===== src/rtl/sp_entry_pkg.sv =====
package sp_entry_pkg;
   typedef enum logic [1:0] {
      ST_IDLE   = 2'd0,
      ST_ARMED  = 2'd1,
      ST_LOCKED = 2'd2,
      ST_ACTIVE = 2'd3
   } entry_state_e;
endpackage


===== src/rtl/sp_sync.sv =====
module sp_sync #(
   parameter int WIDTH  = 2,
   parameter int STAGES = 2
) (
   input  logic             clk,
   input  logic             rst_n,
   input  logic [WIDTH-1:0] d_i,
   output logic [WIDTH-1:0] q_o
);
   if (STAGES < 2) begin : g_bad_stages
      $error("sp_sync: STAGES must be at least 2");
   end

   for (genvar b = 0; b < WIDTH; b++) begin : g_bit
      logic [STAGES-1:0] chain_q;
      always_ff @(posedge clk or negedge rst_n) begin
         if (!rst_n) chain_q <= '0;
         else        chain_q <= {chain_q[STAGES-2:0], d_i[b]};
      end
      assign q_o[b] = chain_q[STAGES-1];
   end
endmodule


===== src/rtl/sp_entry_fsm.sv =====
module sp_entry_fsm
   import sp_entry_pkg::*;
(
   input  logic clk,
   input  logic rst_n,
   input  logic hv_i,
   input  logic pg_i,
   input  logic pins_low_i,
   output logic mode_o,
   output logic addr_clr_o
);
   entry_state_e state_q, state_d;
   logic         hv_prev_q;
   logic         hv_rise;

   // hv_prev resets high: a level already present at reset is not a rise
   always_ff @(posedge clk or negedge rst_n) begin
      if (!rst_n) hv_prev_q <= 1'b1;
      else        hv_prev_q <= hv_i;
   end
   assign hv_rise = hv_i & ~hv_prev_q;

   always_comb begin
      state_d = state_q;
      unique case (state_q)
         ST_IDLE: begin
            if (hv_rise) begin
               if (!pins_low_i)  state_d = ST_LOCKED;
               else if (pg_i)    state_d = ST_ACTIVE;
               else              state_d = ST_ARMED;
            end
         end
         ST_ARMED: begin
            if (!hv_i)           state_d = ST_IDLE;
            else if (pg_i)       state_d = pins_low_i ? ST_ACTIVE : ST_LOCKED;
         end
         ST_LOCKED: begin
            if (!hv_i)           state_d = ST_IDLE;
         end
         ST_ACTIVE: begin
            if (!hv_i || !pg_i)  state_d = ST_IDLE;
         end
         default:                state_d = ST_IDLE;
      endcase
   end

   always_ff @(posedge clk or negedge rst_n) begin
      if (!rst_n) begin
         state_q    <= ST_IDLE;
         addr_clr_o <= 1'b0;
      end else begin
         state_q    <= state_d;
         addr_clr_o <= (state_d == ST_ACTIVE) && (state_q != ST_ACTIVE);
      end
   end

   assign mode_o = (state_q == ST_ACTIVE);
endmodule


===== src/rtl/sp_shift_rx.sv =====
module sp_shift_rx #(
   parameter int CMD_W  = 6,
   parameter int DATA_W = 14
) (
   input  logic              clk,
   input  logic              rst_n,
   input  logic              active_i,
   input  logic              wide_i,
   input  logic              sclk_i,
   input  logic              sdat_i,
   output logic              valid_o,
   output logic [DATA_W-1:0] word_o
);
   localparam int CNT_W = $clog2(DATA_W + 1);
   localparam logic [CNT_W-1:0] LAST_CMD  = CNT_W'(CMD_W - 1);
   localparam logic [CNT_W-1:0] LAST_DATA = CNT_W'(DATA_W - 1);

   logic              sclk_prev_q;
   logic              fall;
   logic [CNT_W-1:0]  cnt_q;
   logic [CNT_W-1:0]  last_idx;
   logic [DATA_W-1:0] acc_q;
   logic [DATA_W-1:0] acc_next;

   assign fall     = sclk_prev_q & ~sclk_i;
   assign last_idx = wide_i ? LAST_DATA : LAST_CMD;
   assign acc_next = acc_q | ({{(DATA_W-1){1'b0}}, sdat_i} << cnt_q);

   always_ff @(posedge clk or negedge rst_n) begin
      if (!rst_n) begin
         sclk_prev_q <= 1'b0;
         cnt_q       <= '0;
         acc_q       <= '0;
         valid_o     <= 1'b0;
         word_o      <= '0;
      end else begin
         sclk_prev_q <= sclk_i;
         valid_o     <= 1'b0;
         if (!active_i) begin
            cnt_q <= '0;
            acc_q <= '0;
         end else if (fall) begin
            if (cnt_q >= last_idx) begin
               word_o  <= acc_next;
               valid_o <= 1'b1;
               cnt_q   <= '0;
               acc_q   <= '0;
            end else begin
               acc_q <= acc_next;
               cnt_q <= cnt_q + 1'b1;
            end
         end
      end
   end
endmodule


===== src/rtl/sp_entry_port.sv =====
module sp_entry_port #(
   parameter int NUM_IO      = 8,
   parameter int CMD_W       = 6,
   parameter int DATA_W      = 14,
   parameter int SYNC_STAGES = 2
) (
   input  logic              clk,
   input  logic              rst_n,
   input  logic              hv_det_i,
   input  logic              pwr_good_i,
   input  logic              pclk_i,
   input  logic              pdat_i,
   input  logic              wide_i,
   input  logic [NUM_IO-1:0] io_oe_i,
   output logic [NUM_IO-1:0] io_oe_o,
   output logic              prog_mode_o,
   output logic              core_rst_o,
   output logic              addr_clr_o,
   output logic              word_valid_o,
   output logic [DATA_W-1:0] word_o
);
   if (CMD_W < 1 || CMD_W >= DATA_W) begin : g_bad_width
      $error("sp_entry_port: need 1 <= CMD_W < DATA_W");
   end
   if (NUM_IO < 1) begin : g_bad_io
      $error("sp_entry_port: NUM_IO must be positive");
   end

   logic [1:0] pins_sync;
   logic       mode;

   sp_sync #(.WIDTH(2), .STAGES(SYNC_STAGES)) u_sync (
      .clk   (clk),
      .rst_n (rst_n),
      .d_i   ({pdat_i, pclk_i}),
      .q_o   (pins_sync)
   );

   sp_entry_fsm u_fsm (
      .clk        (clk),
      .rst_n      (rst_n),
      .hv_i       (hv_det_i),
      .pg_i       (pwr_good_i),
      .pins_low_i (pins_sync == 2'b00),
      .mode_o     (mode),
      .addr_clr_o (addr_clr_o)
   );

   sp_shift_rx #(.CMD_W(CMD_W), .DATA_W(DATA_W)) u_rx (
      .clk      (clk),
      .rst_n    (rst_n),
      .active_i (mode),
      .wide_i   (wide_i),
      .sclk_i   (pins_sync[0]),
      .sdat_i   (pins_sync[1]),
      .valid_o  (word_valid_o),
      .word_o   (word_o)
   );

   for (genvar i = 0; i < NUM_IO; i++) begin : g_pad
      assign io_oe_o[i] = io_oe_i[i] & ~mode;
   end

   assign prog_mode_o = mode;
   assign core_rst_o  = mode;
endmodule


===== config.mk =====
export PLATFORM = sky130hd
export DESIGN_NAME = sp_entry_port
export DESIGN_NICKNAME = d
export VERILOG_FILES = /design/src/rtl/sp_entry_pkg.sv /design/src/rtl/sp_sync.sv /design/src/rtl/sp_entry_fsm.sv /design/src/rtl/sp_shift_rx.sv /design/src/rtl/sp_entry_port.sv
export SDC_FILE = /design/constraint.sdc
export NUM_CORES = 1
export LEC_CHECK = 0
export ABC_AREA = 1
export CAP_MARGIN = 10
export CORE_ASPECT_RATIO = 1.1
export CORE_MARGIN = 5
export CORE_UTILIZATION = 42
export DETAILED_ROUTE_END_ITERATION = 8
export GPL_TIMING_DRIVEN = 0
export HOLD_SLACK_MARGIN = 0.06
export PLACE_DENSITY = 0.76
export SETUP_SLACK_MARGIN = 0.5
export SYNTH_ARGS = -nofsm -noshare
export SYNTH_HDL_FRONTEND = slang
export SYNTH_SLANG_ARGS = --single-unit

===== constraint.sdc =====
create_clock -name clk -period 1.53 [get_ports clk]
set_input_delay 0.306 -clock clk [delete_from_list [all_inputs] [get_ports clk]]
set_output_delay 0.306 -clock clk [all_outputs]
set_load 0.02 [all_outputs]

==> results.toml, run 1 <==
[setup_path]
path_cells = "nand2_2, inv_4, buf_12, buf_8, buf_6"
worstPathArrival_ns = 1.25
reg2regPathDepth = 10
endpoint_kind = "output pin"
slowest_delay_ns = 0.40
cpLargestDelayFamily = "buffers and inverters"
r2r_start = "u_rx.cnt_q[3]$_DFFE_PN0P_"
worstSetupPathType = "register to output pin"
r2r_slack_ns = 0
startpoint = "u_fsm.state_q[1]$_DFF_PN0_"
cp_max_fo = 6
worstPathRequired_ns = 1.22
r2r-end = "u_rx.acc_q[12]$_DFFE_PN0P_"
slowest_stage = "dfrtp_1"
critPathLaunchType = "register"
critPathBufInv = 4

[final_layout]
layout-drive-gt1-share_pct = 48.77
mostFrequentLayoutCell = "nand2_1"
antennaDiodeCount = 0
finalNetCount = 383
post-route-util_pct = 71.97
final_cell_mix = "nand2_1 (65), inv_1 (41), buf_6 (40)"
final_cell_area_um2 = 3550
fill_cells = 339
area_growth_pct = 69.78

[clock_network]
cts_root_buffer = "clkbuf_8"
cts_htree_levels = 2
cts_tree = "yes"
clk_pin_slew_ns = 0.09
numClockSinks = 42
clock_path_buffers = 2
cts_buffers = 5
clk_latency_ns = 0.30

[timing]
slew_viol_final = 0
period_needed_ns = 1.552
rsz0062_at_grt = "true"
fmax_ghz = 0.6443
final_hold_viol_count = 0
fin_skew_ns = 0.007838
tightest_slew_ns = 0.2844
setup_viol = 2
fin_crit_sh_pct = 101.4
setup_ws_ns = -0.02197
slew_headroom_pct = 80.97
setup_tns_ns = -0.03073

[synth]
syn-cell-area_um2 = 2091
synth-seq-cells = 42
syn_area_per_cell_um2 = 7.658
ys_warn_count = 0
synth_cell_types = 22
ys_seq_area_share_pct = 50.33
synthCells = 273
syn_nets = 292

[drt]
vias = 2103
ant_nets = 0
wl_per_cell_um = 15.07
drc = 0
avgViaCountPerCell = 4.972
first_iter_violations = 131
wl_mm = 6.375
drtPass1Iterations = 5

[global_route]
grt_pass1_vias = 2255
grt_max_degree = 38
overflow = 0
track_usage_pct = 19.86
grt_pass1_wl_mm = 10.32
grt_antenna_before_repair = 0

[place]
place_congestion = 0.7841
io_buffer_count = 40
placed_area_um2 = 2691
hpwlAfterDp_mm = 3.356
pre_cts_slack_ns = -0.3135

[worst_hold_path]
hold_path.class = "input port to register"
hold-path-endpoint = "u_fsm.hv_prev_q$_DFF_PN1_"
min_from = "hv_det_i"
holdPathStages = 1

[die]
die-area_um2 = 6491
die_w_um = 77.27
num_io_pins = 41
die_h_um = 84
fp-row-count = 27
start_util_pct = 42.39
coreArea_um2 = 4932

[run_status]
status = "complete, but fails checks"
violations = "setup timing"

[flow_run]
max_cap_viol_count = 0

[power]
leakagePower_nw = 1.905
power_density_nw_per_um2 = 638.4
ir_drop_mv = 0.7870
[how the worst max path moves through the flow]
stage,to,slack (ns),cells after the start
after detailed placement,u_rx.word_o[8]$_DFFE_PN0P_,-0.31,11
after global routing,prog_mode_o,-0.07,5
final,prog_mode_o,-0.02,5
after CTS,prog_mode_o,-0.01,5
after floorplan,u_rx.word_o[10]$_DFFE_PN0P_,0.23,10
after global placement,u_rx.cnt_q[1]$_DFFE_PN0P_,-1.08,1
[state kept, by name, summed over array words and instances (netlist names)]
name,count
u_rx.acc_q,14
u_rx.word_o,14
u_rx.cnt_q,4
u_sync.g_bit.chain_q,4
u_fsm.state_q,2
u_fsm.addr_clr_o,1
u_fsm.hv_prev_q,1
u_rx.sclk_prev_q,1
u_rx.valid_o,1
[what timing repair did]
item | in CTS | in global routing
pin swaps | 24 | 27
gates resized for setup | 221 | 49
endpoints found under the setup margin | 61 | 62
gates cloned | 3 | 1
hold buffers | 1 | 0
setup buffers | 27 | 11
endpoints found under the hold margin | 5 | 0
[per-layer routing]
metal / routed length [um] / GRT usage (%) / up-vias
met4: 217 / 7.500 / 0
met1: 2525 / 22.48 / 1023
li1: - / - / 991
met3: 274 / 4.104 / 20
met5: 0 / 0 / -
met2: 3357 / 35.99 / 69
[synth_stat cells]
cell type | n | area share, %
buf_4 | 2 | 0.72
clkinv_2 | 1 | 0.24
inv_2 | 2 | 0.36
inv_1 | 47 | 8.4
nand2_1 | 110 | 20
nand3_4 | 1 | 0.84
a21oi_1 | 3 | 0.72
nand2_2 | 3 | 0.90
nand2_4 | 1 | 0.54
nor2_1 | 25 | 4.5
nand3_1 | 10 | 2.4
xor2_1 | 1 | 0.42
o21ai_0 | 4 | 0.96
o21ai_1 | 2 | 0.48
a21oi_4 | 1 | 0.78
dfstp_2 | 1 | 1.3
buf_2 | 2 | 0.48
ha_1 | 4 | 2.4
nor2_4 | 1 | 0.54
dfrtp_1 | 41 | 49
nand4_1 | 7 | 2.1
buf_6 | 4 | 2.2
[layout make-up]
class	instances	area, um^2	area share (%)
buffer	8	102.6	2.890
inverter	50	206.4	5.816
clock buffer	5	68.82	1.939
timing repair buffer	84	874.6	24.64
clock inverter	3	40.04	1.128
sequential	42	1056	29.75
multi-input combinational	173	1129	31.79
tap	58	72.57	2.044
[worst register-to-register path, delay by kind of cell, from the launching register on]
kind / cells / cell delay, ns
DFF: 1 / 0.38
buffers and inverters: 4 / 0.41
and+or+nand+nor: 5 / 0.38
adders and majority gates: 1 / 0.27
[cells by family (layout without fill, tap and decap cells)]
kind of cell / after synthesis / after routing / synth area share (%)
buffers and inverters: 58 / 150 / 12.39
XOR/XNOR: 1 / 1 / 0.4190
AO/OA/AOI/OAI: 10 / 10 / 2.932
AND/OR/NAND/NOR: 158 / 158 / 31.54
adder cells (fa/ha/maj): 4 / 4 / 2.394
flip-flops: 42 / 42 / 50.33
[metrics by stage]
step | hold WS [ns] | power, mW | cells
floorplan | 0.01041 | 1.246 | 273
global placement | 0.3335 | 1.341 | 371
detailed placement | 0.1585 | 1.354 | 372
CTS | 0.2749 | 2.247 | 411
global route | 0.2824 | 2.349 | 423
finish | 0.2756 | 2.266 | 423
[power breakdown]
part | switching, mW | internal, mW
logic | 0.137 | 0.126
registers | 0.0118 | 1.12
clock network | 0.386 | 0.480
total | 0.535 | 1.73
No activity file was read; power rests on OpenSTA's default activity.
==> run 2, diff against run 1 <==
CORE_UTILIZATION = 35   (was 42)
PLACE_DENSITY = 0.66   (was 0.76)
RECOVER_POWER = 25   (was not set)
==> run 2 against run 1 <==
The flow still finishes with violations (setup timing). Worst setup slack worse by 0.012 ns. Combinational power shrank 16%. Final area decreased by 9.3%. Routed wire length decreased by 22%. Utilization fell by 17 points. Total power down 10%. First-iteration DRC count down 25%. Worst hold slack better by 0.018 ns. Final cell count up 0.71%. Flip-flop and latch count stayed put. Critical path depth stayed put. Via count fell by 9.8%.
==> results.toml, run 2 (synthesis gave the netlist of run 1 again) <==
[die]
fp-row-count = 29
die_h_um = 91.06
num_io_pins = 41
start_util_pct = 36.01
die-area_um2 = 7621
coreArea_um2 = 5806
die_w_um = 83.69

[final_layout]
fill_cells = 538
final_cell_mix = "nand2_1 (82), inv_1 (42), buf_6 (38), dfrtp_1 (38), nand2_2 (28)"
antennaDiodeCount = 0
regArea_um2 = 1056
reg.largest.list = "u_rx.acc_q (14), u_rx.word_o (14)"
area_growth_pct = 53.98
layout-drive-gt1-share_pct = 38.40
multi_input_area_um2 = 984.7
finalNetCount = 367
mostFrequentLayoutCell = "nand2_1"
post-route-util_pct = 55.45

[setup_path]
critPathLaunchType = "register"
worstSetupPathType = "register to output pin"
cpLargestDelayFamily = "flip-flops"
cp_max_fo = 6
endpoint_kind = "output pin"
path_cells = "nand2_2, inv_4, buf_12, buf_8, buf_6"
critPathBufInv = 4
slowest_delay_ns = 0.43
slowest_stage = "dfrtp_1"
worstPathRequired_ns = 1.22
worstPathArrival_ns = 1.26

[clock_network]
clk_latency_ns = 0.29
clock_path_buffers = 2
cts_htree_levels = 2
cts_root_buffer = "clkbuf_8"
numClockSinks = 42
cts_tree = "yes"
cts_buffers = 5
clk_pin_slew_ns = 0.07

[timing]
tightest_slew_ns = 0.4292
rsz0062_at_grt = "true"
period_needed_ns = 1.564
final_hold_viol_count = 0
fin_crit_sh_pct = 102.2
setup_tns_ns = -0.05339
setup_ws_ns = -0.03377
hold-worst-slack_ns = 0.2932
fin_skew_ns = 0.006528
fmax_ghz = 0.6395
setup_viol = 2
slew_viol_final = 0
slew_headroom_pct = 71.39

[drt]
drc = 0
first_iter_violations = 98
vias = 1896
drtPass1Iterations = 4
wl_per_cell_um = 11.72
wl_mm = 4.994
avgViaCountPerCell = 4.451
ant_nets = 0

[global_route]
met3_usage_pct = 2.805
grt_pass1_vias = 1818
met2_usage_pct = 23.28
track_usage_pct = 13.58
grt_most_used_layer = "met2"
overflow = 0
grt_antenna_before_repair = 0
use_met1_pct = 16.77
grt_max_degree = 27
grt_pass1_wl_mm = 8.418

[power]
ir_drop_mv = 0.4408
power_density_nw_per_um2 = 632.3
power.total_mw = 2.035
leakagePower_nw = 1.769

[flow_run]
max_cap_viol_count = 0

[run_status]
violations = "setup timing"
status = "complete, but fails checks"

[place]
hpwlAfterDp_mm = 3.228
io_buffer_count = 40
place_congestion = 0.7897
pre_cts_slack_ns = -0.3069

[worst_hold_path]
hold_path.class = "input port to register"
run 2: changes by cell type in the layout (fill, tap and decap cells not counted), moves of 3 or more:
cell | previous run | this run
nand2_4 | 9 | 3
nand2_1 | 65 | 82
nor2_1 | 9 | 15
nor2_4 | 14 | 9
nand2_2 | 39 | 28
clkbuf_1 | 0 | 3
buf_4 | 27 | 15
run 2: final timing paths:
path | startpoint | end | slack (ns) | depth (start not counted)
worst min register to register | u_sync.g_bit[0].chain_q[0]$_DFF_PN0_ | u_sync.g_bit[0].chain_q[1]$_DFF_PN0_ | 0.35 | 0
max in group asynchronous | rst_n | u_rx.word_o[8]$_DFFE_PN0P_ | 0.30 | 3
worst max register to register | u_rx.cnt_q[3]$_DFFE_PN0P_ | u_rx.word_o[5]$_DFFE_PN0P_ | 0.08 | 10
worst max-delay path | u_fsm.state_q[0]$_DFF_PN0_ | prog_mode_o | -0.03 | 5
min in group asynchronous | rst_n | u_rx.word_o[6]$_DFFE_PN0P_ | 0.48 | 2
worst min-delay path | hv_det_i | u_fsm.hv_prev_q$_DFF_PN1_ | 0.29 | 1
run 2: area by class of cell:
type,instances,area share [%]
Inverter,50,6.141
Multi-Input combinational cell,173,30.59
Clock buffer,8,2.487
Sequential cell,42,32.80
Timing Repair Buffer,68,22.00
Tap cell,77,2.993
Buffer,8,2.993
run 2: worst register-to-register path: cells and delay by family, from the launching register on:
kind	cells	cell delay [ns]
flip-flops	1	0.38
buffers and inverters	3	0.30
adder cells (fa/ha/maj)	1	0.27
AND/OR/NAND/NOR	6	0.40
run 2: what timing repair did:
item | in CTS | in global routing
buffers inserted | 17 | 5
resized for setup | 202 | 19
cloned | 4 | 0
hold buffers | 1 | 0
pin swaps | 23 | 19
endpoints found under the setup margin | 61 | 88
hold endpoints to repair | 15 | 0
run 2: through the flow:
step	cells	cell area, um^2
after floorplan	273	2203
after global placement	390	2700
after detailed placement	391	2715
after CTS	421	3147
after global routing	426	3219
final	426	3219
run 2: report_power, final:
part	internal (mW)	switching [mW]
combinational	0.106	0.113
sequential	1.12	0.0128
clock	0.324	0.354
total	1.56	0.480
run 2: per-layer routing:
metal | wire length [um] | part of all wire, % | up-vias
met1 | 2104 | 42 | 884
met3 | 214 | 4.3 | 7
li1 | - | - | 958
met4 | 83 | 1.7 | 0
met2 | 2591 | 52 | 47
met5 | 0 | 0 | -
==> run 3, diff against run 2 <==
RECOVER_POWER = not set   (was 25)
SETUP_SLACK_MARGIN = 0.1   (was 0.5)
SYNTH_HIERARCHICAL = 1   (was not set)
==> run 3 against run 2 <==
The flow now finishes without violations. Synthesized area rose by 3.8%. Count of clock-buffer cells in the layout is 1 lower. Largest power group unchanged. Flip-flop and latch count unchanged. Critical path type unchanged. Largest cell class unchanged.
==> results.toml, run 3 <==
[run_status]
status = "complete, no violations"

[setup_path]
r2r_start = "u_rx/cnt_q[3]$_DFFE_PN0P_"
critPathBufInv = 3
critPathLaunchType = "register"
cpLargestDelayFamily = "flip-flops"
r2r-end = "u_rx/word_o[7]$_DFFE_PN0P_"
cp_max_fo = 8
worstSetupPathType = "register to output pin"
reg2regPathDepth = 8
path_cells = "nand2_2, inv_4, buf_12, nor2_4, buf_6"
endpoint_kind = "output pin"
r2r_slack_ns = 0.04
slowest_delay_ns = 0.40
slowest_stage = "dfrtp_1"
worstPathArrival_ns = 1.21
worstPathRequired_ns = 1.22

[die]
start_util_pct = 35.46
num_io_pins = 41
die_w_um = 85.07
die_h_um = 92.58
die-area_um2 = 7875
fp-row-count = 30
coreArea_um2 = 6118

[timing]
fin_crit_sh_pct = 99.28
fin_skew_ns = 0.008960
period_needed_ns = 1.519
hold-worst-slack_ns = 0.3618
setup_tns_ns = 0
rsz0062_at_grt = "true"
final_hold_viol_count = 0
fmax_ghz = 0.6584
slew_headroom_pct = 66.18
tightest_slew_ns = 0.5073
slew_viol_final = 0
setup_viol = 0

[synth]
synth_top_area_cell = "dfrtp_1"
syn_area_per_cell_um2 = 7.560
syn_nets = 306
synth_cell_types = 25
ys_seq_area_share_pct = 48.50
ys_top_cells_by_count = "nand2_1 (122), inv_1 (51), dfrtp_1 (41)"
synth-edff-count = 0
ys_top_cells_by_area = "dfrtp_1 (47%), nand2_1 (21%), inv_1 (8.8%)"
synthFlopType = "dfrtp_1"
yosysMostFrequentCell = "nand2_1"
synthCells = 287
ys_warn_count = 6
syn-cell-area_um2 = 2170
synth-seq-cells = 42
synth_top_area_share_pct = 47.29
async_reset_ff_share_pct = 100.0

[worst_hold_path]
min_from = "u_sync/g_bit[0].chain_q[0]$_DFF_PN0_"
hold-path-endpoint = "u_sync/g_bit[0].chain_q[1]$_DFF_PN0_"
hold_path.class = "register to register"
holdPathStages = 0

[global_route]
grt_max_degree = 24
grt_pass1_vias = 1845
overflow = 0
grt_antenna_before_repair = 0
track_usage_pct = 13.61
grt_pass1_wl_mm = 8.631

[final_layout]
reg.largest.list = "u_rx/acc_q (14), u_rx/word_o (14)"
final_cell_mix = "nand2_1 (104), inv_1 (49), dfrtp_1 (39)"
antennaDiodeCount = 0
stdcell_count = 438
area_growth_pct = 44.98
layout-drive-gt1-share_pct = 28.21
mostFrequentLayoutCell = "nand2_1"
final_cell_area_um2 = 3146
finalNetCount = 376

[drt]
drc = 0
wl_per_cell_um = 11.94
drtPass1Iterations = 4
wl_mm = 5.229
first_iter_violations = 78
vias = 1912
ant_nets = 0
avgViaCountPerCell = 4.365

[flow_run]
max_cap_viol_count = 0

[power]
power.total_mw = 2.252
power_density_nw_per_um2 = 716.0
ir_drop_mv = 0.3533
leakagePower_nw = 1.869

[place]
hpwlAfterDp_mm = 3.366
placed_area_um2 = 2693
place_inst = 408
io_buffer_count = 40
place_congestion = 0.8131

[clock_network]
cts_htree_levels = 2
numClockSinks = 42
clk_pin_slew_ns = 0.08
clock_path_buffers = 2
cts_tree = "yes"
clk_latency_ns = 0.29
cts_root_buffer = "clkbuf_8"
cts_buffers = 5
## run 3: cell count changes after synthesis, moves of 2 or more
cell	before	now
nand2_1	110	122
nor2_1	25	17
inv_1	47	51
o21ai_0	4	0
buf_4	2	5
nor2_2	0	3
clkinv_1	0	2
inv_2	2	4
nand3_1	10	12
## run 3: what timing repair did
| action | in CTS | in global routing |
|---|---|---|
| resized for setup | 110 | 21 |
| endpoints found under the hold margin | 18 | 0 |
| cloned | 1 | 1 |
| setup endpoints to repair | 53 | 43 |
| buffers inserted | 18 | 1 |
| hold buffers | 1 | 0 |
| pin swaps | 27 | 12 |
## run 3: per-stage QoR
step,utilization [%],setup slack [ns]
6_report,51.41,0.01105
5_1_grt,51.41,-0.05819
4_1_cts,49.94,-0.005238
3_5_place_dp,44.01,-0.4112
3_3_place_gp,43.64,-0.9817
2_1_floorplan,-,0.1326
## run 3: where the power goes
part	switching (mW)	total [mW]	internal (mW)
combinational	0.132	0.256	0.124
sequential	0.00799	1.13	1.12
clock	0.375	0.863	0.489
## run 3: kinds of logic (layout without fill, tap and decap cells)
kind of cell | count (synthesis) | after routing | synth area share (%)
XOR/XNOR | 1 | 1 | 0.4038
adder cells (fa/ha/maj) | 4 | 4 | 2.307
AND/OR/NAND/NOR | 167 | 167 | 32.81
buffers and inverters | 68 | 139 | 14.19
flip-flops | 42 | 42 | 48.50
AO/OA/AOI/OAI | 5 | 5 | 1.788
## run 3: final cells by class
class	count	area [um^2]
fill	583	2973
buffer	10	103.9
tap	80	100.1
timing repair buffer	63	608.1
inverter	58	231.5
sequential	42	1055
clock inverter	1	30.03
multi-input combinational	177	940.9
clock buffer	7	76.32
## run 3: metal layers
metal / vias to the layer above / GRT usage [%] / routed length (um) / part of all wire [%]
met2: 44 / 24.09 / 2696 / 52
met5: - / 0 / 0 / 0
li1: 978 / - / - / -
met4: 0 / 4.222 / 78 / 1.5
met1: 882 / 16.55 / 2221 / 42
met3: 8 / 2.580 / 232 / 4.4
## run 3: worst max path at each step
| stage | startpoint | end | slack (ns) | cells after the start |
|---|---|---|---|---|
| 2_1_floorplan | u_rx/cnt_q[1]$_DFFE_PN0P_ | u_rx/word_o[0]$_DFFE_PN0P_ | 0.13 | 10 |
| 3_3_place_gp | rst_n | u_sync/g_bit[1].chain_q[0]$_DFF_PN0_ | -0.98 | 1 |
| 3_5_place_dp | wide_i | u_rx/word_o[9]$_DFFE_PN0P_ | -0.41 | 10 |
| 4_1_cts | u_fsm/state_q[1]$_DFF_PN0_ | io_oe_o[7] | -0.005 | 5 |
| 5_1_grt | u_fsm/state_q[1]$_DFF_PN0_ | io_oe_o[0] | -0.06 | 5 |
| 6_report | u_fsm/state_q[1]$_DFF_PN0_ | io_oe_o[0] | 0.01 | 5 |
